`config.mk`:
```
export PLATFORM = sky130hd
export DESIGN_NAME = npo2_fifo
export DESIGN_NICKNAME = d
export VERILOG_FILES = /design/src/rtl/npo2_fifo_pkg.sv /design/src/rtl/npo2_fifo_ptr.sv /design/src/rtl/npo2_fifo_mem.sv /design/src/rtl/npo2_fifo_level.sv /design/src/rtl/npo2_fifo.sv
export SDC_FILE = /design/constraint.sdc
export NUM_CORES = 1
export LEC_CHECK = 0
export BUFFER_PORTS_ARGS = -buffer_cell sky130_fd_sc_hd__buf_4
export CORE_MARGIN = 2
export CORE_UTILIZATION = 35
export CTS_CLUSTER_DIAMETER = 80
export DETAILED_ROUTE_END_ITERATION = 8
export GPL_TIMING_DRIVEN = 0
export PLACE_DENSITY_LB_ADDON = 0.25
export SYNTH_ARGS = -nofsm -noshare
export SYNTH_HDL_FRONTEND = slang
export SYNTH_HIERARCHICAL = 1
export SYNTH_SLANG_ARGS = --single-unit
```
`constraint.sdc`:
```
create_clock -name clk -period 3.1 [get_ports clk]
set_clock_uncertainty 0.1 [all_clocks]
set_input_delay 0.31 -clock clk [delete_from_list [all_inputs] [get_ports clk]]
set_output_delay 0.31 -clock clk [all_outputs]
set_load 0.01 [all_outputs]
```
`src/rtl/npo2_fifo_pkg.sv`:
```
`timescale 1ns/1ps
package npo2_fifo_pkg;

  typedef enum logic {
    WRAP_UP   = 1'b0,
    WRAP_DOWN = 1'b1
  } wrap_mode_e;

  function automatic int npo2_depth(input int n, input int m);
    return (1 << n) - (1 << m);
  endfunction

endpackage

```
`src/rtl/npo2_fifo_ptr.sv`:
```
`timescale 1ns/1ps
module npo2_fifo_ptr
  import npo2_fifo_pkg::*;
#(
  parameter int         N    = 4,
  parameter int         M    = 2,
  parameter wrap_mode_e MODE = WRAP_UP
) (
  input  logic         clk,
  input  logic         rst,
  input  logic         adv,
  output logic [N-1:0] ptr
);

  localparam int DEPTH = npo2_depth(N, M);
  localparam logic [N-1:0] TOP   = (MODE == WRAP_UP) ? N'((1 << N) - 1) : N'(DEPTH - 1);
  localparam logic [N-1:0] BOT   = (MODE == WRAP_UP) ? N'(1 << M) : N'(0);
  localparam logic [N-1:0] START = (MODE == WRAP_UP) ? BOT : TOP;
  localparam logic [N-1:0] LAST  = (MODE == WRAP_UP) ? TOP : BOT;

  logic [N:0]   step;
  logic [N-1:0] nxt;

  generate
    if (MODE == WRAP_UP) begin : g_up
      // carry out of the top bit re-inserts the 2^M offset
      always_comb begin
        step   = {1'b0, ptr} + 1'b1;
        nxt    = step[N-1:0];
        nxt[M] = step[M] | step[N];
      end
    end else begin : g_dn
      // borrow out of zero removes the 2^M gap from the all-ones value
      always_comb begin
        step   = {1'b0, ptr} - 1'b1;
        nxt    = step[N-1:0];
        nxt[M] = step[M] & ~step[N];
      end
    end
  endgenerate

  always_ff @(posedge clk) begin
    if (rst)      ptr <= START;
    else if (adv) ptr <= nxt;
  end

  generate
    if (MODE == WRAP_UP) begin : g_up_chk
      a_r4_ptr_in_range: assert property (@(posedge clk) disable iff (rst)
        ptr[N-1:M] != '0);
      a_r4_ptr_step: assert property (@(posedge clk) disable iff (rst)
        (adv && ptr != LAST) |=> ptr == $past(ptr) + 1'b1);
    end else begin : g_dn_chk
      a_r4_ptr_in_range: assert property (@(posedge clk) disable iff (rst)
        ptr <= TOP);
      a_r4_ptr_step: assert property (@(posedge clk) disable iff (rst)
        (adv && ptr != LAST) |=> ptr == $past(ptr) - 1'b1);
    end
  endgenerate

  a_r4_ptr_wrap: assert property (@(posedge clk) disable iff (rst)
    (adv && ptr == LAST) |=> ptr == START);

  a_r4_ptr_hold: assert property (@(posedge clk) disable iff (rst)
    !adv |=> $stable(ptr));

endmodule

```
`src/rtl/npo2_fifo_mem.sv`:
```
`timescale 1ns/1ps
module npo2_fifo_mem
  import npo2_fifo_pkg::*;
#(
  parameter int         W    = 8,
  parameter int         N    = 4,
  parameter int         M    = 2,
  parameter wrap_mode_e MODE = WRAP_UP
) (
  input  logic         clk,
  input  logic         we,
  input  logic [N-1:0] waddr,
  input  logic [W-1:0] wdata,
  input  logic         re,
  input  logic [N-1:0] raddr,
  output logic [W-1:0] rdata
);

  localparam int DEPTH = npo2_depth(N, M);
  localparam int LO    = (MODE == WRAP_UP) ? (1 << M) : 0;
  localparam int HI    = LO + DEPTH - 1;

  // index range matches the pointer range, so no address translation
  logic [W-1:0] store [LO:HI];

  always_ff @(posedge clk) begin
    if (we) store[waddr] <= wdata;
    if (re) rdata <= store[raddr];
  end

endmodule

```
`src/rtl/npo2_fifo_level.sv`:
```
`timescale 1ns/1ps
module npo2_fifo_level #(
  parameter int DEPTH     = 12,
  parameter int AF_MARGIN = 2,
  parameter int AE_MARGIN = 2
) (
  input  logic clk,
  input  logic rst,
  input  logic inc,
  input  logic dec,
  output logic full,
  output logic empty,
  output logic almost_full,
  output logic almost_empty,
  output logic half_full
);

  localparam int CW = $clog2(DEPTH + 1);

  logic [CW-1:0] count;

  always_ff @(posedge clk) begin
    if (rst)              count <= '0;
    else if (inc && !dec) count <= count + 1'b1;
    else if (dec && !inc) count <= count - 1'b1;
  end

  always_comb begin
    full         = int'(count) == DEPTH;
    empty        = count == '0;
    almost_full  = int'(count) >= DEPTH - AF_MARGIN;
    almost_empty = int'(count) <= AE_MARGIN;
    half_full    = 2 * int'(count) >= DEPTH;
  end

  a_r5_count_bound: assert property (@(posedge clk) disable iff (rst)
    int'(count) <= DEPTH);
  a_r5_full_no_grow: assert property (@(posedge clk) disable iff (rst)
    full |-> !(inc && !dec));
  a_r5_empty_no_shrink: assert property (@(posedge clk) disable iff (rst)
    empty |-> !dec);
  a_r9_full_both_holds: assert property (@(posedge clk) disable iff (rst)
    (full && inc && dec) |=> full);

endmodule

```
`src/rtl/npo2_fifo.sv`:
```
`timescale 1ns/1ps
module npo2_fifo
  import npo2_fifo_pkg::*;
#(
  parameter int         WIDTH     = 8,
  parameter int         PTR_W     = 4,
  parameter int         GAP_W     = 2,
  parameter int         AF_MARGIN = 2,
  parameter int         AE_MARGIN = 2,
  parameter wrap_mode_e WRAP_MODE = WRAP_UP
) (
  input  logic             clk,
  input  logic             rst,
  input  logic             push_en,
  input  logic [WIDTH-1:0] push_data,
  input  logic             pop_en,
  output logic [WIDTH-1:0] pop_data,
  output logic             pop_valid,
  output logic             full,
  output logic             empty,
  output logic             almost_full,
  output logic             almost_empty,
  output logic             half_full,
  output logic             overflow,
  output logic             underflow
);

  localparam int DEPTH = npo2_depth(PTR_W, GAP_W);

  logic             pop_ok;
  logic             push_ok;
  logic [PTR_W-1:0] wr_ptr;
  logic [PTR_W-1:0] rd_ptr;

  // a pop on a full buffer frees the slot the same-cycle push needs
  assign pop_ok  = pop_en && !empty;
  assign push_ok = push_en && (!full || pop_ok);

  npo2_fifo_ptr #(.N(PTR_W), .M(GAP_W), .MODE(WRAP_MODE)) u_wr_ptr (
    .clk (clk),
    .rst (rst),
    .adv (push_ok),
    .ptr (wr_ptr)
  );

  npo2_fifo_ptr #(.N(PTR_W), .M(GAP_W), .MODE(WRAP_MODE)) u_rd_ptr (
    .clk (clk),
    .rst (rst),
    .adv (pop_ok),
    .ptr (rd_ptr)
  );

  npo2_fifo_mem #(.W(WIDTH), .N(PTR_W), .M(GAP_W), .MODE(WRAP_MODE)) u_mem (
    .clk   (clk),
    .we    (push_ok),
    .waddr (wr_ptr),
    .wdata (push_data),
    .re    (pop_ok),
    .raddr (rd_ptr),
    .rdata (pop_data)
  );

  npo2_fifo_level #(.DEPTH(DEPTH), .AF_MARGIN(AF_MARGIN), .AE_MARGIN(AE_MARGIN)) u_level (
    .clk          (clk),
    .rst          (rst),
    .inc          (push_ok),
    .dec          (pop_ok),
    .full         (full),
    .empty        (empty),
    .almost_full  (almost_full),
    .almost_empty (almost_empty),
    .half_full    (half_full)
  );

  always_ff @(posedge clk) begin
    if (rst) begin
      pop_valid <= 1'b0;
      overflow  <= 1'b0;
      underflow <= 1'b0;
    end else begin
      pop_valid <= pop_ok;
      if (push_en && !push_ok) overflow  <= 1'b1;
      if (pop_en && empty)     underflow <= 1'b1;
    end
  end

  a_r3_valid_after_pop: assert property (@(posedge clk) disable iff (rst)
    pop_valid |-> ($past(pop_en) && !$past(empty)));
  a_r8_overflow_sticky: assert property (@(posedge clk) disable iff (rst)
    overflow |=> overflow);
  a_r8_underflow_sticky: assert property (@(posedge clk) disable iff (rst)
    underflow |=> underflow);
  a_r8_full_push_dropped: assert property (@(posedge clk) disable iff (rst)
    (full && push_en && !pop_en) |=> (full && overflow));
  a_r8_empty_pop_dropped: assert property (@(posedge clk) disable iff (rst)
    (empty && pop_en) |=> (!pop_valid && underflow));
  a_r5_flags_exclusive: assert property (@(posedge clk) disable iff (rst)
    !(full && empty));

endmodule

```
**After elaboration in Yosys (flattened, before gate mapping)**

Memory sizes are Yosys's and may differ from the RTL's. A register that Yosys moved wholly into a read port is not among the register bits.
Cells that the tools add are included.
Widths: inputs -> output; s select.

- Reductions and logical operators: 13
- Bitwise gates (word level): 2
- Order comparisons: 3
- Equality and inequality tests: 1
- Add/sub/neg operators: 4
- Multiplexer cells: 4

Operators by type and width:

| kind | number |
|---|---|
| $add 4x1->5 const B | 2 |
| $mux 4 | 2 |
| $logic_and 1x1->1 | 6 |
| $ge 5x4->1 const B | 1 |
| $add 4x1->4 const B | 1 |
| $eq 4x3->1 const B | 1 |
| $ge 4x4->1 const B | 1 |
| $le 4x2->1 const B | 1 |
| $logic_not 1->1 | 4 |
| $logic_not 4->1 | 1 |
| $sub 4x1->4 const B | 1 |
| $mux 1 | 2 |
| $or 1x1->1 | 2 |
| $reduce_bool 2->1 | 1 |
| $logic_or 1x1->1 | 1 |

- Bits of input ports: 12
- Memories kept: 1
- Word-level logic and storage cells: 34
- Register bits after elaboration: 15
- Output and inout port bits: 16
- RAM bits: 96

Memories:

| memory | words | bits a word | rd ports | clocked after Yosys merged registers in | write ports | line | source |
|---|---|---|---|---|---|---|---|
| u_mem.store | 12 | 8 | 1 | 1 | 1 | npo2_fifo_mem.sv:24 | `logic [W-1:0] store [LO:HI];` |

**Logic depth before layout (Yosys ltp)**

- Depth after elaboration: 9
- Gate-level depth with buffers: 11
- Gate-level depth less buffers: 11

**Cells and area by module**

Netlist, hierarchy kept.

Modules (own cells, without submodules):

| module | sequential area each (um2) | area an instance (um2) | cells an instance | instances |
|---|---|---|---|---|
| npo2_fifo_mem | 3123.0 | 4103.9 | 217 | 1 |
| npo2_fifo_ptr | 80.1 | 180.2 | 16 | 2 |
| npo2_fifo_level | 80.1 | 287.8 | 33 | 1 |
| npo2_fifo | 60.1 | 107.6 | 11 | 1 |

**Worst setup path before layout**

OpenSTA, ideal clock, no wires.

- Kind: flip-flop to flip-flop
- Start: reg u_level.count[1]
- End: reg u_level.count[3]
- Library setup time: 123 ps
- Stages on the path, launching flop included: 11
- Path buffers: 0
- Arrival time: 3022 ps
- Period minus slack after synthesis: 3246 ps
- Slack: -146 ps
- Required time: 2877 ps
- Path through: dfxtp_1 > nor4_1 > nand2b_4 > a21boi_0 > ha_1 > inv_1 > ha_1 > a21oi_1 > a211oi_2 > a31oi_1 > mux2_1

- Cells in the longest elaborated chain, start to end: 8
- Elaborated cells between the ends (all ways): 16
- Classes of those cells: add/sub (2); eq/ne (1); mux (2); reduce/logical (11)

Ends and longest elaborated chain:

| element | line | source |
|---|---|---|
| start: declaration | npo2_fifo_level.sv:20 | `logic [CW-1:0] count;` |
| start signal: assignment | npo2_fifo_level.sv:24 | `else if (inc && !dec) count <= count + 1'b1;` |
| start signal: assignment | npo2_fifo_level.sv:25 | `else if (dec && !inc) count <= count - 1'b1;` |
| $logic_not 4->1 * | npo2_fifo_level.sv:30 | `empty = count == '0;` |
| net empty | npo2_fifo.sv:20 | `output logic empty,` |
| $logic_not 1->1 * | npo2_fifo.sv:36 | `assign pop_ok = pop_en && !empty;` |
| $logic_and 1x1->1 * | npo2_fifo.sv:36 |  |
| $logic_or 1x1->1 * | npo2_fifo.sv:37 | `assign push_ok = push_en && (!full \|\| pop_ok);` |
| $logic_and 1x1->1 * | npo2_fifo.sv:37 |  |
| net push_ok | npo2_fifo.sv:31 | `logic push_ok;` |
| $logic_not 1->1 | npo2_fifo_level.sv:25 |  |
| $logic_and 1x1->1 | npo2_fifo_level.sv:25 |  |
| $reduce_bool 2->1 (no line) | - |  |

The timed path passes the listed nets; every way through them passes the cells marked *. The select of a mux whose other input is x is not followed.
A chain may end at the register's enable or synchronous reset.

**Final worst setup path**

- Start: reg u_level.count[1]
- End: reg u_level.count[3]

- Cells in the longest elaborated chain, start to end: 8
- Elaborated cells between the ends (all ways): 16
- Classes of those cells: add/sub (2); eq/ne (1); mux (2); reduce/logical (11)

Ends and longest elaborated chain:

| element | line |
|---|---|
| $logic_not 4->1 | npo2_fifo_level.sv:30 |
| $logic_not 1->1 | npo2_fifo.sv:36 |
| $logic_and 1x1->1 | npo2_fifo.sv:36 |
| $logic_or 1x1->1 * | npo2_fifo.sv:37 |
| $logic_and 1x1->1 * | npo2_fifo.sv:37 |
| net push_ok | npo2_fifo.sv:31 |
| $logic_not 1->1 | npo2_fifo_level.sv:25 |
| $logic_and 1x1->1 | npo2_fifo_level.sv:25 |
| $reduce_bool 2->1 (no line) | - |

Marked as above.

==> metrics <==
status=finished clean; vias in the first global route=2590; period utilisation layout=92.7%; CP peak stage delay=410 ps; post-synth top area share=64.3%; Fin Hold WS=67.5 ps; number of synthesized register bits=119; Buffers on Ports=27; PwrDens=837 nW/um^2; Sw Share=24.0%; Initial Util=35.4%; initial antenna violation count=0; VDD IR max=0.425 mV; filler instances=1194; worst hold path type=input pin to flop; Worst EP required=3280 ps; Post-Syn Nets=311; Final Slew Violations=0; Top Family by Delay on Critical Path=compound AO/OA/AOI/OAI gates; ys async rst share=0%; Cell Area, Synth=4860 sq um; clk sink count=119; Reg2Reg Setup Slack=220 ps; Max Fclk=348 MHz; worst-path fanout max=9; Die X=122 um; Psw=1.20 mW; Clk pwr share=42.5%; Reg clk slew, reported paths=50 ps; P_leak=2.26 nW; core footprint=13700 sq um; # rows=43; Least-Margin Pin Slew=925 ps; largest net degree at the start of global routing=19; Avg WL per Cell=17.6 um; count leader, synth=edfxtp_1; minimum clock period=2880 ps; combinational fraction of design power=18.1%; Final Hold Vio Count=0; synthesis-to-layout area growth=23.2%; Longest Clk Path Bufs=2; CP Depth=10; Post-synth EDFFs=104; cell taking the most area after synthesis=edfxtp_1; DRT iter0 DRCs=175; cells on worst reg2reg path=10; Top FF cell, synth=edfxtp_1; ant diodes=0; WP data arrival=3060 ps; CP Cell Sequence=nor4_4 > nand2b_4 > a21boi_4 > ha_1 > inv_1 > ha_1 > a21oi_1 > a211oi_2 > a31oi_1 > mux2_1; CTS Buf Count=17; CP max-delay cell=dfxtp_1; register share of total power=39.4%; first-pass iteration count of the detailed router=6; drt drc=0; Synth top cells by count=edfxtp_1 (104), mux2i_1 (27), nor2_1 (25); CP Capture Point=u_level/count[3]; largest cells by area after synthesis=edfxtp_1 (64%), dfxtp_1 (6.2%), mux2i_1 (5.6%); DP Wirelength=6.18 mm; grt ovf=0; Tot Pwr=5.01 mW; Final #Nets=358; Final Setup Violations=0; end-of-flow core utilization=43.6%; CP startpoint=u_level/count[1]; Mean Syn Cell Area=16.6 sq um; crit path kind=flop to flop; r2r endpoint=u_level/count[3]; Tot GR Track Use=13.7%; cell mode on critical path=ha_1; final instance area=5990 sq um; Seq/Total Area, Yosys=70.4%; placed cell area=5290 sq um; Max-slew headroom=38.1%; Clock H-tree levels=4; number of I/O pins=28; setup TNS=0 ps; via count=2596; clock root buffer=clkbuf_16; unrepaired setup endpoints after global routing=false; max-cap violations=0; Synth cell types=39; Worst setup SP type=flop; Detail Route Antenna Nets=0; cells after synthesis=293; die height=122 um; first-pass GRT wire length=14.8 mm; Ys Warns=6; Clock Latency Late Sink=400 ps; Worst Path Buf+Inv=1; CTS tree=yes; critical path endpoint category=flop; share of cells above drive strength 1=22.2%; Int Power=3.81 mW; routed wire length=9.36 mm; die area=14800 sq um; Placer Congestion=0.736; DR vias/cell=4.88; RR Startpoint=u_level/count[1]
through the flow:
stage	instances	setup WS, ps
finish	532	225
global route	532	32.2
CTS	532	110
detailed placement	500	-214
global placement	500	-162
floorplan	293	191
power groups by stage:
stage / clock network, mW / registers, mW / logic (mW)
5_1_grt: 2.25 / 1.99 / 1.00
6_report: 2.13 / 1.98 / 0.906
3_5_place_dp: 0 / 2.00 / 0.897
4_1_cts: 2.16 / 1.97 / 0.913
3_3_place_gp: 0 / 1.99 / 0.889
2_1_floorplan: 0 / 2.01 / 0.563
kinds of logic after synthesis:
logic type | after synthesis | synth area share, %
fa+ha+maj | 6 | 1.70
xor+xnor | 4 | 0.721
simple gates | 72 | 8.34
mux | 38 | 10.7
buf+inv | 16 | 1.85
compound gates | 38 | 6.28
flops | 119 | 70.4
repair_timing:
item | CTS | global route
resized for setup | 5 | 3
pin swaps | 0 | 0
setup buffers | 1 | 0
endpoints found under the setup margin | 25 | 1
hold buffers | 0 | 0
cell usage in the layout, fill, tap and decap left out, types with 2 or more instances in the layout:
cell | synthesis | layout
a211o_1 | 8 | 8
nor3_2 | 0 | 4
buf_1 | 2 | 2
mux4_1 | 7 | 7
nand3b_1 | 2 | 2
nand2b_1 | 3 | 3
and4b_2 | 2 | 2
edfxtp_1 | 104 | 104
xnor2_1 | 3 | 3
ha_1 | 5 | 5
nor2_1 | 25 | 25
a31oi_1 | 2 | 2
buf_4 | 0 | 28
clkbuf_16 | 0 | 17
a22oi_1 | 8 | 8
nand3_1 | 10 | 10
inv_1 | 3 | 2
nand2_1 | 2 | 2
mux2i_1 | 27 | 27
nand4_2 | 2 | 2
o21bai_1 | 2 | 2
clkinv_1 | 0 | 4
a21oi_1 | 5 | 5
dfxtp_1 | 15 | 15
clkbuf_1 | 2 | 5
buf_6 | 3 | 3
buf_2 | 6 | 6
mux2_4 | 2 | 2
a41o_1 | 8 | 8
bufinv_16 | 0 | 6
nor2b_1 | 19 | 19
cell type report:
class | instances | area, sq um | area share [%]
Buffer | 13 | 78.8 | 1.32
Clock buffer | 20 | 437 | 7.30
Clock inverter | 11 | 204 | 3.41
Inverter | 3 | 15.0 | 0.251
Multi-Input combinational cell | 158 | 1390 | 23.3
Sequential cell | 119 | 3420 | 57.2
Tap cell | 180 | 225 | 3.76
Timing Repair Buffer | 28 | 210 | 3.51
registers in the layout, summed over array words and instances, names as in the netlist:
register       count
underflow          1
u_level/count      4
overflow           1
u_mem/rdata        8
u_mem/store       96
u_wr_ptr/ptr       4
u_rd_ptr/ptr       4
pop_valid          1
worst min-delay path, stage by stage:
cell and delay (ps):
buf_4 100, a21oi_1 50, nor2_1 70
metal layers:
metal | up-vias | global-route usage (%) | part of all wire (%) | wire (um)
met2 | 31 | 22.2 | 50 | 4660
met4 | 0 | 5.60 | 1.5 | 138
li1 | 1248 | - | - | -
met3 | 9 | 3.60 | 2.4 | 222
met5 | - | 0 | 0 | 0
met1 | 1308 | 17.6 | 46 | 4330
worst min path at each step:
stage / startpoint / end / slack [ps] / cells after the start
floorplan: rst / overflow / 280 / 1
global placement: underflow / underflow / 350 / 2
detailed placement: underflow / underflow / 370 / 2
CTS: push_en / overflow / 50 / 3
global route: push_data[5] / u_mem/store[6][5] / 90 / 1
finish: pop_en / underflow / 70 / 3
Power figures use the tool's default switching activity.
